## src/rtl/rxq_pkg.sv

```systemverilog
package rxq_pkg;
    typedef enum logic [2:0] {
        ST_IDLE,
        ST_FETCH_ADDR,
        ST_FETCH_INDEX,
        ST_REPORT,
        ST_WRITE_W1,
        ST_WRITE_W0,
        ST_ADVANCE
    } rxq_state_e;

    localparam logic [7:0] OFF_CTRL   = 8'h00;
    localparam logic [7:0] OFF_IEN    = 8'h04;
    localparam logic [7:0] OFF_ISTAT  = 8'h08;
    localparam logic [7:0] OFF_MAXLEN = 8'h0C;
    localparam logic [7:0] OFF_DRING  = 8'h10;
    localparam logic [7:0] OFF_SRING  = 8'h24;
    // per-ring sub-offsets: base, length, current, enqueue, credit
    localparam logic [7:0] SUB_BASE = 8'h00;
    localparam logic [7:0] SUB_LEN  = 8'h04;
    localparam logic [7:0] SUB_CUR  = 8'h08;
    localparam logic [7:0] SUB_ENQ  = 8'h0C;
    localparam logic [7:0] SUB_CRED = 8'h10;

    localparam int RX_IRQ_BIT = 2;
endpackage

```

## src/rtl/rxq_ring.sv

```systemverilog
module rxq_ring #(
    parameter int AW          = 32,
    parameter int CW          = 16,
    parameter int ENTRY_BYTES = 8
) (
    input  logic          clk,
    input  logic          rst_n,
    input  logic          wr_base,
    input  logic          wr_len,
    input  logic          wr_cur,
    input  logic          wr_enq,
    input  logic [AW-1:0] wdata,
    input  logic          advance,
    output logic [AW-1:0] base_o,
    output logic [AW-1:0] len_o,
    output logic [AW-1:0] cur_o,
    output logic [CW-1:0] credit_o
);
    localparam logic [AW-1:0] STEP = AW'(ENTRY_BYTES);

    logic [AW-1:0] base_q, len_q, cur_q, cur_step;
    logic [CW-1:0] credit_q, add_v, sub_v;

    assign cur_step = cur_q + STEP;
    assign add_v    = wr_enq  ? wdata[CW-1:0] : '0;
    assign sub_v    = advance ? CW'(1)        : '0;

    always_ff @(posedge clk or negedge rst_n) begin
        if (!rst_n) begin
            base_q   <= '0;
            len_q    <= '0;
            cur_q    <= '0;
            credit_q <= '0;
        end else begin
            if (wr_base) base_q <= wdata;
            if (wr_len)  len_q  <= wdata;
            if (wr_cur)
                cur_q <= wdata;
            else if (advance)
                cur_q <= (cur_step >= base_q + len_q) ? base_q : cur_step;
            credit_q <= credit_q + add_v - sub_v;
        end
    end

    assign base_o   = base_q;
    assign len_o    = len_q;
    assign cur_o    = cur_q;
    assign credit_o = credit_q;
endmodule

```

## src/rtl/rxq_fsm.sv

```systemverilog
module rxq_fsm
    import rxq_pkg::*;
#(
    parameter int AW    = 32,
    parameter int CW    = 16,
    parameter int LEN_W = 16
) (
    input  logic             clk,
    input  logic             rst_n,
    input  logic             enable,
    input  logic             fd_valid,
    input  logic [LEN_W-1:0] fd_len,
    input  logic [3:0]       fd_flags,
    input  logic [LEN_W-1:0] max_len,
    input  logic [AW-1:0]    desc_cur,
    input  logic [AW-1:0]    stat_cur,
    input  logic [CW-1:0]    desc_credit,
    input  logic [CW-1:0]    stat_credit,
    output logic             mem_req,
    output logic             mem_we,
    output logic [AW-1:0]    mem_addr,
    output logic [31:0]      mem_wdata,
    input  logic [31:0]      mem_rdata,
    input  logic             mem_gnt,
    output logic             fd_ready,
    output logic             buf_valid,
    output logic [AW-1:0]    buf_addr,
    output logic             advance,
    output logic             irq_set
);
    localparam int IDX_W = 15;
    localparam logic [AW-1:0] W1_OFF = AW'(4);

    rxq_state_e state_q, state_d;

    logic             accept, drop, ovr_pend_q;
    logic [LEN_W-1:0] len_q;
    logic [3:0]       flg_q;
    logic             ovr_q, big_q, any_err;
    logic [AW-1:0]    baddr_q;
    logic [IDX_W-1:0] idx_q;
    logic [31:0]      word0, word1;

    assign accept = fd_valid && enable && (state_q == ST_IDLE)
                    && (desc_credit != '0) && (stat_credit != '0);
    assign drop   = fd_valid && enable && !accept;

    assign any_err = ovr_q | big_q | flg_q[2] | flg_q[1] | flg_q[0];
    assign word0 = {1'b1, !any_err, 1'b1, 1'b1, 6'b0, any_err, ovr_q,
                    flg_q[2], flg_q[1], big_q, flg_q[0], flg_q[3], 15'b0};
    assign word1 = {1'b1, idx_q, 16'(len_q)};

    // state register
    always_ff @(posedge clk or negedge rst_n) begin
        if (!rst_n) state_q <= ST_IDLE;
        else        state_q <= state_d;
    end

    // next state
    always_comb begin
        state_d = state_q;
        unique case (state_q)
            ST_IDLE:        if (accept)  state_d = ST_FETCH_ADDR;
            ST_FETCH_ADDR:  if (mem_gnt) state_d = ST_FETCH_INDEX;
            ST_FETCH_INDEX: if (mem_gnt) state_d = ST_REPORT;
            ST_REPORT:                   state_d = ST_WRITE_W1;
            ST_WRITE_W1:    if (mem_gnt) state_d = ST_WRITE_W0;
            ST_WRITE_W0:    if (mem_gnt) state_d = ST_ADVANCE;
            ST_ADVANCE:                  state_d = ST_IDLE;
            default:                     state_d = ST_IDLE;
        endcase
    end

    // outputs
    always_comb begin
        mem_req   = 1'b0;
        mem_we    = 1'b0;
        mem_addr  = '0;
        mem_wdata = '0;
        buf_valid = 1'b0;
        advance   = 1'b0;
        irq_set   = 1'b0;
        fd_ready  = 1'b0;
        unique case (state_q)
            ST_IDLE:        fd_ready = enable;
            ST_FETCH_ADDR:  begin mem_req = 1'b1; mem_addr = desc_cur; end
            ST_FETCH_INDEX: begin mem_req = 1'b1; mem_addr = desc_cur + W1_OFF; end
            ST_REPORT:      buf_valid = 1'b1;
            ST_WRITE_W1:    begin mem_req = 1'b1; mem_we = 1'b1;
                                  mem_addr = stat_cur + W1_OFF; mem_wdata = word1; end
            ST_WRITE_W0:    begin mem_req = 1'b1; mem_we = 1'b1;
                                  mem_addr = stat_cur; mem_wdata = word0; end
            ST_ADVANCE:     begin advance = 1'b1; irq_set = 1'b1; end
            default:        ;
        endcase
    end

    // frame datapath
    always_ff @(posedge clk or negedge rst_n) begin
        if (!rst_n) begin
            ovr_pend_q <= 1'b0;
            len_q      <= '0;
            flg_q      <= '0;
            ovr_q      <= 1'b0;
            big_q      <= 1'b0;
            baddr_q    <= '0;
            idx_q      <= '0;
        end else begin
            if (accept) begin
                len_q      <= fd_len;
                flg_q      <= fd_flags;
                ovr_q      <= ovr_pend_q;
                big_q      <= fd_len > max_len;
                ovr_pend_q <= 1'b0;
            end else if (drop) begin
                ovr_pend_q <= 1'b1;
            end
            if (state_q == ST_FETCH_ADDR && mem_gnt)  baddr_q <= mem_rdata;
            if (state_q == ST_FETCH_INDEX && mem_gnt) idx_q   <= mem_rdata[30:16];
        end
    end

    assign buf_addr = baddr_q;
endmodule

```

## src/rtl/rxq_engine.sv

```systemverilog
module rxq_engine
    import rxq_pkg::*;
#(
    parameter int AW    = 32,
    parameter int CW    = 16,
    parameter int LEN_W = 16,
    parameter int MAX_FRAME = 2044
) (
    input  logic             clk,
    input  logic             rst_n,
    input  logic             reg_wr,
    input  logic             reg_rd,
    input  logic [7:0]       reg_addr,
    input  logic [31:0]      reg_wdata,
    output logic [31:0]      reg_rdata,
    output logic             mem_req,
    output logic             mem_we,
    output logic [AW-1:0]    mem_addr,
    output logic [31:0]      mem_wdata,
    input  logic [31:0]      mem_rdata,
    input  logic             mem_gnt,
    input  logic             fd_valid,
    input  logic [LEN_W-1:0] fd_len,
    input  logic [3:0]       fd_flags,
    output logic             fd_ready,
    output logic             buf_valid,
    output logic [AW-1:0]    buf_addr,
    output logic             irq
);
    localparam int NRING = 2;
    localparam logic [31:0] MAXLEN_RST = {16'(MAX_FRAME), 16'(MAX_FRAME)};

    logic          ctrl_en;
    logic [2:0]    ien_q;
    logic          istat_q;
    logic [31:0]   maxlen_q;
    logic          fsm_advance, fsm_irq_set;
    logic [AW-1:0] ring_base [NRING];
    logic [AW-1:0] ring_len  [NRING];
    logic [AW-1:0] ring_cur  [NRING];
    logic [CW-1:0] ring_cred [NRING];

    for (genvar g = 0; g < NRING; g++) begin : g_ring
        localparam logic [7:0] OFF = (g == 0) ? OFF_DRING : OFF_SRING;
        rxq_ring #(.AW(AW), .CW(CW), .ENTRY_BYTES(8)) ring_i (
            .clk      (clk),
            .rst_n    (rst_n),
            .wr_base  (reg_wr && reg_addr == OFF + SUB_BASE),
            .wr_len   (reg_wr && reg_addr == OFF + SUB_LEN),
            .wr_cur   (reg_wr && reg_addr == OFF + SUB_CUR),
            .wr_enq   (reg_wr && reg_addr == OFF + SUB_ENQ),
            .wdata    (AW'(reg_wdata)),
            .advance  (fsm_advance),
            .base_o   (ring_base[g]),
            .len_o    (ring_len[g]),
            .cur_o    (ring_cur[g]),
            .credit_o (ring_cred[g])
        );
    end

    rxq_fsm #(.AW(AW), .CW(CW), .LEN_W(LEN_W)) fsm_i (
        .clk         (clk),
        .rst_n       (rst_n),
        .enable      (ctrl_en),
        .fd_valid    (fd_valid),
        .fd_len      (fd_len),
        .fd_flags    (fd_flags),
        .max_len     (LEN_W'(maxlen_q[15:0])),
        .desc_cur    (ring_cur[0]),
        .stat_cur    (ring_cur[1]),
        .desc_credit (ring_cred[0]),
        .stat_credit (ring_cred[1]),
        .mem_req     (mem_req),
        .mem_we      (mem_we),
        .mem_addr    (mem_addr),
        .mem_wdata   (mem_wdata),
        .mem_rdata   (mem_rdata),
        .mem_gnt     (mem_gnt),
        .fd_ready    (fd_ready),
        .buf_valid   (buf_valid),
        .buf_addr    (buf_addr),
        .advance     (fsm_advance),
        .irq_set     (fsm_irq_set)
    );

    always_ff @(posedge clk or negedge rst_n) begin
        if (!rst_n) begin
            ctrl_en  <= 1'b0;
            ien_q    <= '0;
            istat_q  <= 1'b0;
            maxlen_q <= MAXLEN_RST;
        end else begin
            if (reg_wr && reg_addr == OFF_CTRL)   ctrl_en  <= reg_wdata[0];
            if (reg_wr && reg_addr == OFF_IEN)    ien_q    <= reg_wdata[2:0];
            if (reg_wr && reg_addr == OFF_MAXLEN) maxlen_q <= reg_wdata;
            if (fsm_irq_set)                          istat_q <= 1'b1;
            else if (reg_rd && reg_addr == OFF_ISTAT) istat_q <= 1'b0;
        end
    end

    assign irq = istat_q && ien_q[RX_IRQ_BIT];

    always_comb begin
        reg_rdata = '0;
        unique case (reg_addr)
            OFF_CTRL:              reg_rdata = {31'b0, ctrl_en};
            OFF_IEN:               reg_rdata = {29'b0, ien_q};
            OFF_ISTAT:             reg_rdata = {29'b0, istat_q, 2'b0};
            OFF_MAXLEN:            reg_rdata = maxlen_q;
            OFF_DRING + SUB_BASE:  reg_rdata = 32'(ring_base[0]);
            OFF_DRING + SUB_LEN:   reg_rdata = 32'(ring_len[0]);
            OFF_DRING + SUB_CUR:   reg_rdata = 32'(ring_cur[0]);
            OFF_DRING + SUB_CRED:  reg_rdata = 32'(ring_cred[0]);
            OFF_SRING + SUB_BASE:  reg_rdata = 32'(ring_base[1]);
            OFF_SRING + SUB_LEN:   reg_rdata = 32'(ring_len[1]);
            OFF_SRING + SUB_CUR:   reg_rdata = 32'(ring_cur[1]);
            OFF_SRING + SUB_CRED:  reg_rdata = 32'(ring_cred[1]);
            default:               reg_rdata = '0;
        endcase
    end
endmodule

```

## config.mk

```make
export PLATFORM = sky130hd
export DESIGN_NAME = rxq_engine
export DESIGN_NICKNAME = d
export VERILOG_FILES = /design/src/rtl/rxq_pkg.sv /design/src/rtl/rxq_ring.sv /design/src/rtl/rxq_fsm.sv /design/src/rtl/rxq_engine.sv
export SDC_FILE = /design/constraint.sdc
export NUM_CORES = 1
export LEC_CHECK = 0
export BUFFER_PORTS_ARGS = -buffer_cell sky130_fd_sc_hd__buf_2
export CAP_MARGIN = 5
export CELL_PAD_IN_SITES_DETAIL_PLACEMENT = 0
export CELL_PAD_IN_SITES_GLOBAL_PLACEMENT = 1
export CORE_ASPECT_RATIO = 1.5
export CORE_UTILIZATION = 25
export CTS_CLUSTER_DIAMETER = 40
export DETAILED_ROUTE_END_ITERATION = 10
export PLACE_DENSITY = 0.47
export SLEW_MARGIN = 20
export SYNTH_ARGS = -nofsm -noshare
export SYNTH_HDL_FRONTEND = slang
export SYNTH_SLANG_ARGS = --single-unit
```

## constraint.sdc

```tcl
create_clock -name clk -period 6 [get_ports clk]
set_input_delay 1.5 -clock clk [delete_from_list [all_inputs] [get_ports clk]]
set_output_delay 1.5 -clock clk [all_outputs]
set_load 0.02 [all_outputs]
```

==> run_results.csv <==
group,metric,value,unit
pwr,cellInternalPower,8.63,mW
grt,grt_antenna_before_repair,2,
synth,syn_area,25000,um^2
synth,post_synth_inst_count,2705,
run_status,run_status,"finished, final reports clean",
clock_tree,cts_setup_buffers,0,
grt,globalRoute.totalOverflow,0,
cells_and_area,instances_no_fill,4299,
pwr,fraction_of_power_consumed_by_sequential_logic,0.243,
route,detail_route.wl_per_cell,26.0,um
sta,period_needed,5820,ps
floorplan,placeableCoreArea,98800,um^2
synth,yosys_most_used_dff,"sky130_fd_sc_hd__dfrtp_1",
critical_path,cp.required,4500,ps
grt,grt_use_total,0.219,
placed_design,detailed_place_hpwl,85800,um
critical_path,critPathMaxStageDelay,690,ps
sta,smallest_setup_slack_after_layout,180,ps
hold_path,holdCritPathClass,"reg -> reg",
placed_design,place.gp.congestion,0.903,
clock_tree,tritoncts_clock_tree,"built",
route,drt_first_iter_violations,1465,
pwr,total_leakage_power,14.6,nW
floorplan,pin_count,231,
critical_path,arrival_time_of_data_at_the_critical_path_endpoint,4320,ps
synth,average_footprint_of_a_synthesized_cell,9.23,um^2
sta,worst-slew-pin-transition,1020,ps
synth,distinct_cells_synth,75,
sta,hold_slack,456,ps
sta,setup_total_negative_slack,0,ps
cells_and_area,multi_input_comb_area,15400,um^2
pwr,total_switching_power,6.18,mW
sta,slew_headroom,0.322,
synth,yosys-top-cells-area,"sky130_fd_sc_hd__dfrtp_1 (32%), sky130_fd_sc_hd__mux2_2 (11%), sky130_fd_sc_hd__ha_1 (10%), sky130_fd_sc_hd__nand2_1 (3.7%), sky130_fd_sc_hd__xnor2_1 (3.2%)",
clock_tree,cts_repair_resize_count,0,
critical_path,worstPathMaxFanout,11,
cells_and_area,drive_above_1_share,0.263,
route,vias,22500,
cells_and_area,final_nets,3257,
pwr,vdd_ir_max,284,uV
run,timing.max_cap.violations,0,
pwr,power_switching_share,0.418,
critical_path,crit_path_start_kind,"flop",
placed_design,dp_worst_setup_slack,398,ps
critical_path,type_of_destination_of_the_critical_path,"output port",
clock_tree,clock_tree.htree_level_count,3,
sta,setup_violations,0,
synth,synth_enable_flop_cells,0,
clock_tree,max-clock-path-buffers,3,
clock_tree,number_of_buffers_created_by_cts,75,
floorplan,die_w,260,um
placed_design,placedCellCount,4160,
sta,fmax,172,MHz
critical_path,crit_path_cell_trace,"nand3_1 > nor4_4 > a2bb2oi_2 > nand2b_1 > a211o_1 > a21o_1 > or3_4 > mux2_4 > a22oi_1 > o22ai_1 > buf_2",
synth,yosys.cell_count.top_type,"sky130_fd_sc_hd__dfrtp_1",
clock_tree,clock_tree_root_driver_cell,"sky130_fd_sc_hd__clkbuf_16",
cells_and_area,area_growth,23.1,%
critical_path,worst_path_max_delay_cell,"sky130_fd_sc_hd__dfrtp_1",
critical_path,buf_inv_on_cp,1,
synth,async_sr_flop_fraction,1.00,
pwr,power.share.combinational,0.467,
floorplan,placementRows,141,
floorplan,die-height,389,um
grt,grt_max_degree,90,
clock_tree,clock_insertion_delay_worst_skew,630,ps
clock_tree,clkSlewWorstSetupHoldPaths,50,ps
pwr,cellPowerDensity,482,nW/um^2
sta,clock_skew,26.1,ps
sta,slew_violations,0,
cells_and_area,nFillCells,10400,
route,wl,112000,um
sta,rsz0062_at_grt,"false",
pwr,design_power_total,14.8,mW
clock_tree,ctsHoldBuffers,0,
sta,finalHoldViolCount,0,
synth,post_synth_most_frequent_cells,"sky130_fd_sc_hd__dfrtp_1 (316), sky130_fd_sc_hd__mux2_2 (252), sky130_fd_sc_hd__nand2_1 (249)",
critical_path,critical_path.top_delay_family,"simple AND/OR/NAND/NOR gates",
cells_and_area,area.sequential,8380,um^2
sta,post-route-period-util,0.970,
placed_design,placedInstanceArea,28100,um^2
route,ant_nets,0,
pwr,pwr-share-clk,0.290,
synth,synth_sequential_area_ratio,0.336,
grt,vias_in_the_first_global_route,23300,
clock_tree,cts_num_sinks,334,
synth,synth_area_leader_cell,"sky130_fd_sc_hd__dfrtp_1",
synth,synth_fp_nets,3012,
grt,first_pass_grt_wire_length,163000,um
synth,netlist.area_leader.share,0.317,
floorplan,fp.dieArea,101000,um^2
cells_and_area,fin_area,30700,um^2
route,drcViolationCount,0,
cells_and_area,fin_util,0.311,
critical_path,category_of_the_critical_setup_timing_path,"reg -> out",
synth,synth-warning-count,0,
route,avgViaCountPerCell,5.23,
route,detailed_router_iteration_count_before_antenna_repair,6,
floorplan,floorplan.initialDensity,0.253,
placed_design,port_buffers,230,
synth,synth.ff_latch_count,334,
## power groups by stage
stage               combinational (mW)  clock (mW)  sequential (mW)
finish                            6.92        4.30             3.60
global placement                  6.87           0             3.63
global route                      7.57        4.49             3.66
detailed placement                6.94           0             3.65
floorplan                         4.66           0             3.29
CTS                               6.98        4.38             3.62
## worst paths after layout
check,startpoint,endpoint,slack [ps],cells past startpoint
worst min-delay path,fsm_i.ovr_pend_q,fsm_i.ovr_q,460,2
worst max register to register,g_ring[0].ring_i.len_o[1],g_ring[0].ring_i.cur_o[18],320,22
max in group asynchronous,rst_n,g_ring[1].ring_i.len_o[25],3730,2
worst max-delay path,g_ring[1].ring_i.cur_o[6],mem_addr[31],180,11
min in group asynchronous,rst_n,fsm_i.state_q[0],830,1
worst min register to register,fsm_i.ovr_pend_q,fsm_i.ovr_q,460,2
## flip-flops by register name, summed over array words and instances (netlist names)
signal and cells:
fsm_i.big_q 1, fsm_i.state_q 3, ien_q 3, fsm_i.ovr_pend_q 1, fsm_i.idx_q 15, istat_q 1
fsm_i.flg_q 4, ctrl_en 1, g_ring.ring_i.len_o 64, fsm_i.len_q 16, g_ring.ring_i.credit_o 32, g_ring.ring_i.cur_o 64
fsm_i.buf_addr 32, g_ring.ring_i.base_o 64, fsm_i.ovr_q 1, maxlen_q 32
## layout make-up
cell class	count	share of cell area
well taps	1287	0.0524
flip-flops and latches	334	0.273
clock buffers	95	0.0669
clock inverters	43	0.0176
multi-input cells	2033	0.501
diodes	1	0.0000815
inverters	155	0.0189
repair buffers	351	0.0706
## layer usage
layer  global-route usage  wire, um  part of all wire  vias up
met5                    0        11          0.000099        -
li1                     -         -                 -    10400
met2                0.416     60600              0.54      678
met3               0.0263      4090             0.037      242
met4                0.134      7210             0.065        2
met1                0.226     39700              0.36    11200
## layout by cell type, fill, tap and decap left out, types with 20 or more instances in the layout
| cell | netlist | routed |
|---|---|---|
| sky130_fd_sc_hd__dfrtp_1 | 316 | 314 |
| sky130_fd_sc_hd__mux2_2 | 252 | 252 |
| sky130_fd_sc_hd__nand2_1 | 249 | 249 |
| sky130_fd_sc_hd__buf_2 | 5 | 229 |
| sky130_fd_sc_hd__ha_1 | 205 | 205 |
| sky130_fd_sc_hd__inv_1 | 154 | 154 |
| sky130_fd_sc_hd__o21ai_0 | 136 | 135 |
| sky130_fd_sc_hd__nor2_1 | 126 | 116 |
| sky130_fd_sc_hd__buf_4 | 1 | 113 |
| sky130_fd_sc_hd__a22oi_1 | 107 | 107 |
| sky130_fd_sc_hd__a21oi_1 | 100 | 99 |
| sky130_fd_sc_hd__nand3_1 | 92 | 92 |
| sky130_fd_sc_hd__xnor2_1 | 92 | 92 |
| sky130_fd_sc_hd__clkbuf_16 | 0 | 77 |
| sky130_fd_sc_hd__xor2_1 | 68 | 68 |
| sky130_fd_sc_hd__mux2i_1 | 60 | 60 |
| sky130_fd_sc_hd__a21o_1 | 57 | 57 |
| sky130_fd_sc_hd__nand4_1 | 37 | 37 |
| sky130_fd_sc_hd__nor3_1 | 35 | 35 |
| sky130_fd_sc_hd__and2_1 | 34 | 34 |
| sky130_fd_sc_hd__a222oi_1 | 32 | 32 |
| sky130_fd_sc_hd__and3_1 | 31 | 31 |
| sky130_fd_sc_hd__o22ai_1 | 30 | 30 |
| sky130_fd_sc_hd__nand2b_1 | 28 | 27 |
| sky130_fd_sc_hd__a22o_1 | 24 | 24 |
| sky130_fd_sc_hd__nor2b_1 | 24 | 24 |
| sky130_fd_sc_hd__a221oi_1 | 20 | 20 |
## tightest hold or removal path: cells and delay by family (launching register included)
kind / cells / cell delay (ps)
flip-flops: 1 / 330
AND/OR/NAND/NOR: 2 / 100
## cell families after synthesis
| group | synth area share |
|---|---|
| mux | 0.138 |
| simple gates | 0.140 |
| compound gates | 0.172 |
| xor+xnor | 0.0561 |
| buf+inv | 0.0516 |
| fa+ha+maj | 0.106 |
| flops | 0.336 |
Note: power is estimated with default switching activity, not from simulation.
